$ cat src/rtl/pmu_irq_pkg.sv
package pmu_irq_pkg;
  localparam int unsigned SRC_CNT_DEF  = 7;
  localparam int unsigned DATA_W_DEF   = 32;
  localparam int unsigned ADDR_W_DEF   = 8;
  localparam int unsigned OFF_PEND_DEF = 0;
  localparam int unsigned OFF_ENA_DEF  = 4;

  typedef enum logic [1:0] {
    SEL_NONE = 2'd0,
    SEL_PEND = 2'd1,
    SEL_ENA  = 2'd2
  } reg_sel_e;
endpackage

$ cat src/rtl/pmu_irq_decode.sv
module pmu_irq_decode
  import pmu_irq_pkg::*;
#(
  parameter int unsigned ADDR_W   = ADDR_W_DEF,
  parameter int unsigned OFF_PEND = OFF_PEND_DEF,
  parameter int unsigned OFF_ENA  = OFF_ENA_DEF
) (
  input  logic [ADDR_W-1:0] addr,
  output reg_sel_e          sel
);
  localparam logic [ADDR_W-1:0] A_PEND = ADDR_W'(OFF_PEND);
  localparam logic [ADDR_W-1:0] A_ENA  = ADDR_W'(OFF_ENA);

  always_comb begin
    if (addr == A_PEND)     sel = SEL_PEND;
    else if (addr == A_ENA) sel = SEL_ENA;
    else                    sel = SEL_NONE;
  end
endmodule

$ cat src/rtl/pmu_irq_pending.sv
module pmu_irq_pending #(
  parameter int unsigned SRC_CNT = 7
) (
  input  logic               clk,
  input  logic               rst_n,
  input  logic [SRC_CNT-1:0] evt_i,
  input  logic               wr_en,
  input  logic [SRC_CNT-1:0] wr_bits,
  output logic [SRC_CNT-1:0] pend_q
);
  for (genvar i = 0; i < SRC_CNT; i++) begin : g_bit
    always_ff @(posedge clk or negedge rst_n) begin
      if (!rst_n)        pend_q[i] <= 1'b0;
      else if (evt_i[i]) pend_q[i] <= 1'b1;
      else if (wr_en)    pend_q[i] <= wr_bits[i];
    end
  end
endmodule

$ cat src/rtl/pmu_irq_enable.sv
module pmu_irq_enable #(
  parameter int unsigned SRC_CNT = 7
) (
  input  logic               clk,
  input  logic               rst_n,
  input  logic               wr_en,
  input  logic [SRC_CNT-1:0] wr_bits,
  output logic [SRC_CNT-1:0] ena_q
);
  always_ff @(posedge clk or negedge rst_n) begin
    if (!rst_n)     ena_q <= '0;
    else if (wr_en) ena_q <= wr_bits;
  end
endmodule

$ cat src/rtl/pmu_irq_rdback.sv
module pmu_irq_rdback
  import pmu_irq_pkg::*;
#(
  parameter int unsigned SRC_CNT = 7,
  parameter int unsigned DATA_W  = 32
) (
  input  logic               clk,
  input  logic               rst_n,
  input  reg_sel_e           sel,
  input  logic [SRC_CNT-1:0] pend_q,
  input  logic [SRC_CNT-1:0] ena_q,
  output logic [DATA_W-1:0]  rdata
);
  logic [DATA_W-1:0] rd_nxt;

  always_comb begin
    rd_nxt = '0;
    case (sel)
      SEL_PEND: rd_nxt[SRC_CNT-1:0] = pend_q;
      SEL_ENA:  rd_nxt[SRC_CNT-1:0] = ena_q;
      default:  rd_nxt = '0;
    endcase
  end

  always_ff @(posedge clk or negedge rst_n) begin
    if (!rst_n) rdata <= '0;
    else        rdata <= rd_nxt;
  end
endmodule

$ cat src/rtl/pmu_irq_ctrl.sv
module pmu_irq_ctrl
  import pmu_irq_pkg::*;
#(
  parameter int unsigned SRC_CNT  = SRC_CNT_DEF,
  parameter int unsigned DATA_W   = DATA_W_DEF,
  parameter int unsigned ADDR_W   = ADDR_W_DEF,
  parameter int unsigned OFF_PEND = OFF_PEND_DEF,
  parameter int unsigned OFF_ENA  = OFF_ENA_DEF
) (
  input  logic               clk,
  input  logic               rst_n,
  input  logic [SRC_CNT-1:0] evt_i,
  input  logic [ADDR_W-1:0]  reg_addr,
  input  logic               reg_we,
  input  logic [DATA_W-1:0]  reg_wdata,
  output logic [DATA_W-1:0]  reg_rdata,
  output logic               irq_o
);
  reg_sel_e           sel;
  logic [SRC_CNT-1:0] pend_q;
  logic [SRC_CNT-1:0] ena_q;
  logic [SRC_CNT-1:0] wr_bits;
  logic               wr_pend;
  logic               wr_ena;

  assign wr_bits = reg_wdata[SRC_CNT-1:0];
  assign wr_pend = reg_we && (sel == SEL_PEND);
  assign wr_ena  = reg_we && (sel == SEL_ENA);

  pmu_irq_decode #(
    .ADDR_W(ADDR_W), .OFF_PEND(OFF_PEND), .OFF_ENA(OFF_ENA)
  ) u_dec (
    .addr(reg_addr), .sel(sel)
  );

  pmu_irq_pending #(.SRC_CNT(SRC_CNT)) u_pend (
    .clk(clk), .rst_n(rst_n), .evt_i(evt_i),
    .wr_en(wr_pend), .wr_bits(wr_bits), .pend_q(pend_q)
  );

  pmu_irq_enable #(.SRC_CNT(SRC_CNT)) u_ena (
    .clk(clk), .rst_n(rst_n),
    .wr_en(wr_ena), .wr_bits(wr_bits), .ena_q(ena_q)
  );

  pmu_irq_rdback #(.SRC_CNT(SRC_CNT), .DATA_W(DATA_W)) u_rd (
    .clk(clk), .rst_n(rst_n), .sel(sel),
    .pend_q(pend_q), .ena_q(ena_q), .rdata(reg_rdata)
  );

  assign irq_o = |(pend_q & ena_q);
endmodule

$ cat config.mk
export PLATFORM = sky130hd
export DESIGN_NAME = pmu_irq_ctrl
export DESIGN_NICKNAME = d
export VERILOG_FILES = /design/src/rtl/pmu_irq_pkg.sv /design/src/rtl/pmu_irq_decode.sv /design/src/rtl/pmu_irq_pending.sv /design/src/rtl/pmu_irq_enable.sv /design/src/rtl/pmu_irq_rdback.sv /design/src/rtl/pmu_irq_ctrl.sv
export SDC_FILE = /design/constraint.sdc
export NUM_CORES = 1
export LEC_CHECK = 0
export ABC_AREA = 1
export CORE_MARGIN = 2
export CORE_UTILIZATION = 30
export CTS_CLUSTER_DIAMETER = 200
export CTS_CLUSTER_SIZE = 28
export DETAILED_ROUTE_END_ITERATION = 6
export DONT_BUFFER_PORTS = 1
export PLACE_DENSITY = 0.56
export REMOVE_ABC_BUFFERS = 1
export SKIP_CTS_REPAIR_TIMING = 1
export SLEW_MARGIN = 40
export SYNTH_ARGS = -nofsm -noshare
export SYNTH_HDL_FRONTEND = slang
export SYNTH_SLANG_ARGS = --single-unit
$ cat constraint.sdc
create_clock -name clk -period 0.8 [get_ports clk]
set_clock_uncertainty 0.2 [all_clocks]
set_input_delay 0.04 -clock clk [delete_from_list [all_inputs] [get_ports clk]]
set_output_delay 0.04 -clock clk [all_outputs]
set_load 0.05 [all_outputs]
# Word-level counts from Yosys, hierarchy flattened

Index checks and enable logic that the tools add are counted.

Register bits after elaboration: 21
Output and inout port bits: 33
Input bits: 50

Bitwise operators: 1
Equal/unequal tests: 3
Muxes and demuxes: 17
Reduce and logical (&&, ||, !) cells: 11

Operators by type and width:

| operator           | number |
|---|---|
| $mux 1             | 14 |
| $pmux 7 s2         | 1 |
| $reduce_bool 2->1  | 7 |
| $eq 8x3->1 const B | 1 |
| $logic_not 8->1    | 1 |
| $and 7x7->7        | 1 |
| $reduce_or 7->1    | 1 |
| $mux 2             | 2 |
| $eq 2x1->1 const B | 1 |
| $eq 2x2->1 const B | 1 |
| $logic_and 1x1->1  | 2 |

# Depth between registers and ports, before layout

Gate-level depths: netlist (run 1).

Depth in word-level cells: 7
Depth in mapped cells: 6
Depth with buffers taken out: 6

# By module

From an unflattened synthesis (run 1), not the netlist that was laid out.

Cells, all modules: 154
Area total of the unflattened synthesis: 1231.2 um^2

Modules (own cells, without submodules):

| module          | instances | area an instance (um^2) | cells an instance |
|---|---|---|---|
| pmu_irq_rdback  | 1         | 486.7                   | 58 |
| pmu_irq_pending | 1         | 364.1                   | 37 |
| pmu_irq_enable  | 1         | 269.0                   | 30 |
| pmu_irq_ctrl    | 1         | 67.6                    | 18 |
| pmu_irq_decode  | 1         | 43.8                    | 11 |

# Least setup slack after synthesis (run 1)

No wires, ideal clock.

Kind: register -> output
From: reg u_pend.pend_q[3]
To: out irq_o
Data required time: 0.560 ns
Cell stages (with the launch flop): 5
Data arrival time: 1.028 ns
Slack: -0.468 ns
Cell sequence: dfrtp_1 -> nand2_1 -> nand2_1 -> nor2_1 -> nand4_1

Word-level cells in the longest chain between the ends: 2

Ends and longest elaborated chain:

| item                             | RTL line              | RTL |
|---|---|---|
| start: declaration               | pmu_irq_pending.sv:9  | `output logic [SRC_CNT-1:0] pend_q` |
| start signal: indexed assignment | pmu_irq_pending.sv:15 | `else if (wr_en) pend_q[i] <= wr_bits[i];` |
| $and 7x7->7                      | pmu_irq_ctrl.sv:51    | `assign irq_o = \|(pend_q & ena_q);` |
| $reduce_or 7->1                  | pmu_irq_ctrl.sv:51    |  |
| end: declaration                 | pmu_irq_ctrl.sv:17    | `output logic irq_o` |

No other way between the ends.

# Worst setup path after layout (run 1)

From: reg u_ena.ena_q[4]
To: out irq_o

Word-level cells in the longest chain between the ends: 2

Ends and longest elaborated chain:

| item                     | RTL line             | RTL |
|---|---|---|
| start: declaration       | pmu_irq_enable.sv:8  | `output logic [SRC_CNT-1:0] ena_q` |
| start signal: assignment | pmu_irq_enable.sv:12 | `else if (wr_en) ena_q <= wr_bits;` |
| $and 7x7->7              | pmu_irq_ctrl.sv:51   |  |
| $reduce_or 7->1          | pmu_irq_ctrl.sv:51   |  |

No other way between the ends.

==> run_results.csv, run 1 <==
group,metric,value,unit
synth,seq_area_frac_synth,44.7,%
critical_path,crit_required,0.56,ns
synth,synthMuxAreaShare,0,%
floorplanning,ios,83,
clocking,clockBufferDepth,2,
placed_design,dp.cells,215,
routing,drtPass1Iterations,4,
finish,antenna_cells,0,
routing,wl,2500,um
routing,drtAntennaViolNets,0,
placed_design,pre_cts_ws,-0.342,ns
timing,final.min_clock_period,1.39,ns
run_status,status,"finished, violations left",
critical_path,worst_path_max_delay_cell,"dfrtp_1",
critical_path,max_stage_delay,0.38,ns
timing,fin_crit_sh,174,%
critical_path,crit_path_end_kind,"output port",
clocking,clock_latency,0.26,ns
power_and_ir_drop,power,2.33,mW
global_route,antenna_found_initial,0,
global_route,grt_usage,12.2,%
routing,met2_length,1250,um
floorplanning,die_h,66.6,um
timing,holdWs,-0.258,ns
routing,wl_met1,1050,um
synth,synth-seq-cells,21,
finish,finalNetCount,237,
critical_path,crit_type,"reg -> out",
timing,worst_pin_slew,0.924,ns
timing,setup_viol_count_final,50,
routing,met3WireLength,145,um
run_status,violations,"negative hold slack, negative setup slack",
synth,synth_cells,144,
routing,viasPerCell,4.16,
synth,synth_compound_area_share,0,%
synth,synth_xor_area_share,0,%
routing,routed.top_layer,"met4",
placed_design,hpwlAfterDp,1800,um
timing,finalSetupTns,-11.73,ns
placed_design,gp_congestion,0.825,
global_route,grt_max_degree,22,
critical_path,start_kind,"register",
synth,yosysUniqueCellTypes,16,
clocking,clk_root_buffer_cell,"clkbuf_8",
floorplanning,rows,22,
floorplanning,dieWidth,66.6,um
global_route,grt_pass1_wl,3940,um
timing,worst_slack,-0.590,ns
critical_path,crit_family,"flip-flops",
floorplanning,core_area,3720,um2
timing,rsz0062_at_grt,"yes",
finish,fillCellCount,357,
finish,areaGrowthSynthToFinish,43.5,%
clocking,cts_tree,"yes",
power_and_ir_drop,power-per-cell-area,1380,nW/um2
power_and_ir_drop,p_leak,0.893,nW
timing,max_freq,719,MHz
timing,hold_viol_final,14,
global_route,grt_pass1_vias,831,
synth,syn-cell-area,1170,um2
floorplanning,dieArea,4430,um2
synth,yosys_warnings,0,
finish,drive_gt1_share,31.7,%
run,drv_cap,0,
floorplanning,start_util,31.6,%
synth,synth_fa_ha_area_share,0,%
clocking,cts_num_sinks,21,
routing,wl_per_cell,10.7,um
critical_path,arrival,1.15,ns
critical_path,crit_chain,"nand2_1 -> nand2_1 -> nor2_1 -> nand4_1 -> buf_6",
critical_path,crit_fanout,2,
power_and_ir_drop,ir_drop,0.520,mV
critical_path,path_buf_inv,1,
routing,vias,974,
clocking,cts_max_level,1,
global_route,grt_overflow_total,0,
placed_design,port_buffers,0,
finish,final_cells,234,
clocking,numCtsBuffers,3,
routing,drtIter0Drc,36,
synth,synth_top_family_by_area,"simple AND/OR/NAND/NOR gates",
timing,slew_headroom,38.2,%
critical_path,crit_path_frequent_cell,"nand2_1",
synth,yosys.area_share.simple,34.5,%
hold_path,hold_class,"in -> reg",
routing,drc,0,
timing,maxSlewViolCount,0,
synth,syn_avg_cell_area,8.16,um2
clocking,path_clk_slew,0.07,ns
==> synthesized netlist by cell type (all sizes together) <==
master	count	area share, %
nor3	1	1.4
nand4	1	0.53
nand3	15	6.8
nand2	62	21
conb	1	0.32
inv	9	2.9
nor2	7	4.9
buf	27	18
dfrtp	21	45
==> logic make-up after synthesis <==
logic type | after synthesis
buffers and inverters | 36
DFF | 21
other | 1
and+or+nand+nor | 86
==> registers in the layout, indices dropped and copies added (netlist names) <==
register and flops:
u_rd.rdata 7, u_pend.pend_q 7, u_ena.ena_q 7
==> routing by layer <==
layer | vias to the layer above | track usage, %
li1 | 474 | -
met1 | 459 | 15.7
met2 | 37 | 19.3
met3 | 4 | 2.70
met4 | 0 | 6.12
met5 | - | 0
==> through the flow <==
step           utilization [%]  instance area [um2]
2_1_floorplan                -                 1060
3_3_place_gp              37.7                 1400
3_5_place_dp              37.7                 1400
4_1_cts                   38.9                 1450
5_1_grt                   45.4                 1690
6_report                  45.4                 1690
==> placed cells by master, fill, tap and decap left out, drive strengths merged <==
master / instances
nand3: 15
clkbuf: 4
conb: 25
buf: 26
inv: 9
dfrtp: 21
nand2: 62
nor3: 1
nor2: 7
nand4: 1
dlygate4sd3: 15
==> worst register-to-register path, cell delays in order, from the launching register on <==
cell,delay (ns)
dfrtp_1,0.38
buf_4,0.14
nand2_2,0.06
nand3_2,0.07
==> final timing paths <==
kind	startpoint	to	slack (ns)	depth (start not counted)
worst max register to register	u_pend.pend_q[3]$_DFFE_PN0P_	u_pend.pend_q[3]$_DFFE_PN0P_	-0.15	3
worst min-delay path	reg_we	u_pend.pend_q[0]$_DFFE_PN0P_	-0.26	2
min in group asynchronous	rst_n	u_rd.rdata[0]$_DFF_PN0_	0.16	1
worst max-delay path	u_ena.ena_q[4]$_DFFE_PN0P_	irq_o	-0.59	5
worst min register to register	u_pend.pend_q[0]$_DFFE_PN0P_	u_rd.rdata[0]$_DFF_PN0_	0.31	2
max in group asynchronous	rst_n	u_rd.rdata[4]$_DFF_PN0_	-0.32	1
==> power by group <==
group	leakage, nW	internal, mW	switching, mW
Sequential	0.256	1.08	0.0106
Clock	0.0228	0.355	0.335
Combinational	0.615	0.136	0.411
Total	0.893	1.57	0.756
==> final cells by class <==
type	count	area (um2)	share of cell area [%]
clock buffer	4	45.0	2.67
inverter	9	33.8	2.00
multi-input combinational	111	562	33.3
sequential	21	526	31.2
tap	48	60.1	3.56
timing repair buffer	41	459	27.2
Note: power is estimated with default switching activity, not from simulation.
==> run 2, diff against run 1 <==
--- a/config.mk
+++ b/config.mk
@@ -19,3 +19,4 @@
 export SYNTH_ARGS = -nofsm -noshare
 export SYNTH_HDL_FRONTEND = slang
 export SYNTH_SLANG_ARGS = --single-unit
+export TNS_END_PERCENT = 50
==> run_results.csv, run 2 (synthesized netlist as in run 1, its figures left out) <==
group,metric,value,unit
finish,antenna_cells,0,
critical_path,crit_start,"u_ena.ena_q[4]$_DFFE_PN0P_",
timing,slew_headroom,38.0,%
critical_path,crit_fanout,2,
critical_path,crit_path_frequent_cell,"nand2_1",
routing,drc,0,
routing,wl_per_cell,10.6,um
routing,drtPass1Iterations,4,
finish,areaGrowthSynthToFinish,43.2,%
finish,finalNetCount,239,
timing,final.min_clock_period,1.39,ns
run_status,status,"finished, violations left",
floorplanning,start_util,31.6,%
timing,fin_crit_sh,174,%
clocking,path_clk_slew,0.07,ns
floorplanning,rows,22,
floorplanning,ios,83,
power_and_ir_drop,p_switching,0.756,mW
power_and_ir_drop,p_leak,0.898,nW
critical_path,crit_chain,"nand2_1 -> nand2_1 -> nor2_1 -> nand4_1 -> buf_6",
critical_path,path_buf_inv,1,
power_and_ir_drop,swShare,32.4,%
timing,max_freq,720,MHz
finish,drive_gt1_share,28.7,%
power_and_ir_drop,power_frac_clock,29.6,%
clocking,cts_tree,"yes",
global_route,grt_use_met2,19.3,%
floorplanning,die_h,66.6,um
floorplanning,core_area,3720,um2
finish,fillCellCount,355,
critical_path,rrSetupSlack,-0.24,ns
critical_path,crit_family,"flip-flops",
critical_path,r2r-start,"u_ena.ena_q[5]$_DFFE_PN0P_",
power_and_ir_drop,ir_drop,0.536,mV
timing,hold_viol_final,14,
critical_path,max_stage_delay,0.38,ns
placed_design,gp_congestion,0.825,
global_route,top_usage_layer,"met2",
global_route,grt_usage,12.2,%
routing,vias,982,
routing,viasPerCell,4.16,
global_route,antenna_found_initial,0,
clocking,numCtsBuffers,3,
timing,worst_slack,-0.588,ns
global_route,met3_usage,2.70,%
critical_path,start_kind,"register",
clocking,clk_root_buffer_cell,"clkbuf_8",
critical_path,r2r_cells,4,
global_route,grt_overflow_total,0,
timing,maxSlewViolCount,0,
power_and_ir_drop,pwr-share-comb,23.7,%
critical_path,crit_end,"irq_o",
run,drv_cap,0,
timing,holdWs,-0.259,ns
hold_path,hold_class,"in -> reg",
finish,layout_common_cells,"49 x nand2_1, 25 x conb_1, 21 x dfrtp_1",
critical_path,crit_type,"reg -> out",
clocking,clockBufferDepth,2,
critical_path,r2r-end,"u_rd.rdata[5]$_DFF_PN0_",
critical_path,worst_path_max_delay_cell,"dfrtp_1",
placed_design,port_buffers,0,
power_and_ir_drop,p_int,1.58,mW
clocking,cts_num_sinks,21,
critical_path,arrival,1.15,ns
finish,fin_area,1680,um2
critical_path,crit_required,0.56,ns
critical_path,crit_cells,5,
critical_path,crit_path_end_kind,"output port",
power_and_ir_drop,power-per-cell-area,1390,nW/um2
global_route,grt_util_met1,15.7,%
timing,rsz0062_at_grt,"yes",
timing,setup_viol_count_final,50,
floorplanning,dieWidth,66.6,um
clocking,clock_latency,0.26,ns
global_route,grt_pass1_vias,831,
placed_design,pre_cts_ws,-0.342,ns
floorplanning,dieArea,4430,um2
run_status,violations,"negative hold slack, negative setup slack",
routing,wl,2500,um
routing,drtIter0Drc,29,
routing,drtAntennaViolNets,0,
power_and_ir_drop,pwr-share-seq,46.7,%
timing,worst_pin_slew,0.926,ns
placed_design,hpwlAfterDp,1800,um
global_route,grt_pass1_wl,3940,um
clocking,cts_max_level,1,
timing,finalSetupTns,-12.20,ns
placed_design,place_area,1400,um2
finish,top_regs,"u_ena.ena_q (7), u_pend.pend_q (7), u_rd.rdata (7)",
global_route,grt_max_degree,22,
finish,mostFrequentLayoutCell,"nand2_1",
[run 2: power groups by stage]
| stage | clock (mW) | sequential, mW | combinational [mW] |
|---|---|---|---|
| 4_1_cts | 0.716 | 1.09 | 0.439 |
| 5_1_grt | 0.787 | 1.09 | 0.588 |
| 6_report | 0.690 | 1.09 | 0.553 |
| 2_1_floorplan | 0 | 1.12 | 0.366 |
| 3_5_place_dp | 0 | 1.11 | 0.438 |
| 3_3_place_gp | 0 | 1.11 | 0.438 |
[run 2: layout make-up]
| cell class | count | area, um2 | area share (%) |
|---|---|---|---|
| Tap cell | 48 | 60.1 | 3.57 |
| Inverter | 9 | 33.8 | 2.01 |
| Timing Repair Buffer | 43 | 474 | 28.2 |
| Sequential cell | 21 | 526 | 31.2 |
| Multi-Input combinational cell | 111 | 544 | 32.3 |
| Clock buffer | 4 | 45.0 | 2.68 |
[run 2: how the worst min path moves through the flow]
stage          startpoint                            to  slack (ns)  cells after the start
6_report           reg_we  u_pend.pend_q[0]$_DFFE_PN0P_       -0.26                      2
5_1_grt            reg_we  u_pend.pend_q[0]$_DFFE_PN0P_       -0.27                      2
4_1_cts             rst_n       u_rd.rdata[0]$_DFF_PN0_       -0.74                      0
3_5_place_dp        rst_n  u_pend.pend_q[0]$_DFFE_PN0P_       -0.45                      0
3_3_place_gp        rst_n       u_rd.rdata[0]$_DFF_PN0_       -0.45                      0
2_1_floorplan       rst_n    u_ena.ena_q[0]$_DFFE_PN0P_       -0.46                      0
[run 2: layer usage]
layer  vias up  wire length, um  share of wire (%)
met1       454             1060                 42
met5         -                0                  0
met4         0               50                2.0
li1        480                -                  -
met2        44             1230                 49
met3         4              154                6.2
[run 2: metrics by stage]
| stage | util [%] | power [mW] | std cells |
|---|---|---|---|
| 2_1_floorplan | - | 1.48 | 141 |
| 3_3_place_gp | 37.7 | 1.55 | 215 |
| 3_5_place_dp | 37.7 | 1.55 | 215 |
| 4_1_cts | 38.9 | 2.24 | 219 |
| 5_1_grt | 45.3 | 2.47 | 236 |
| 6_report | 45.3 | 2.33 | 236 |
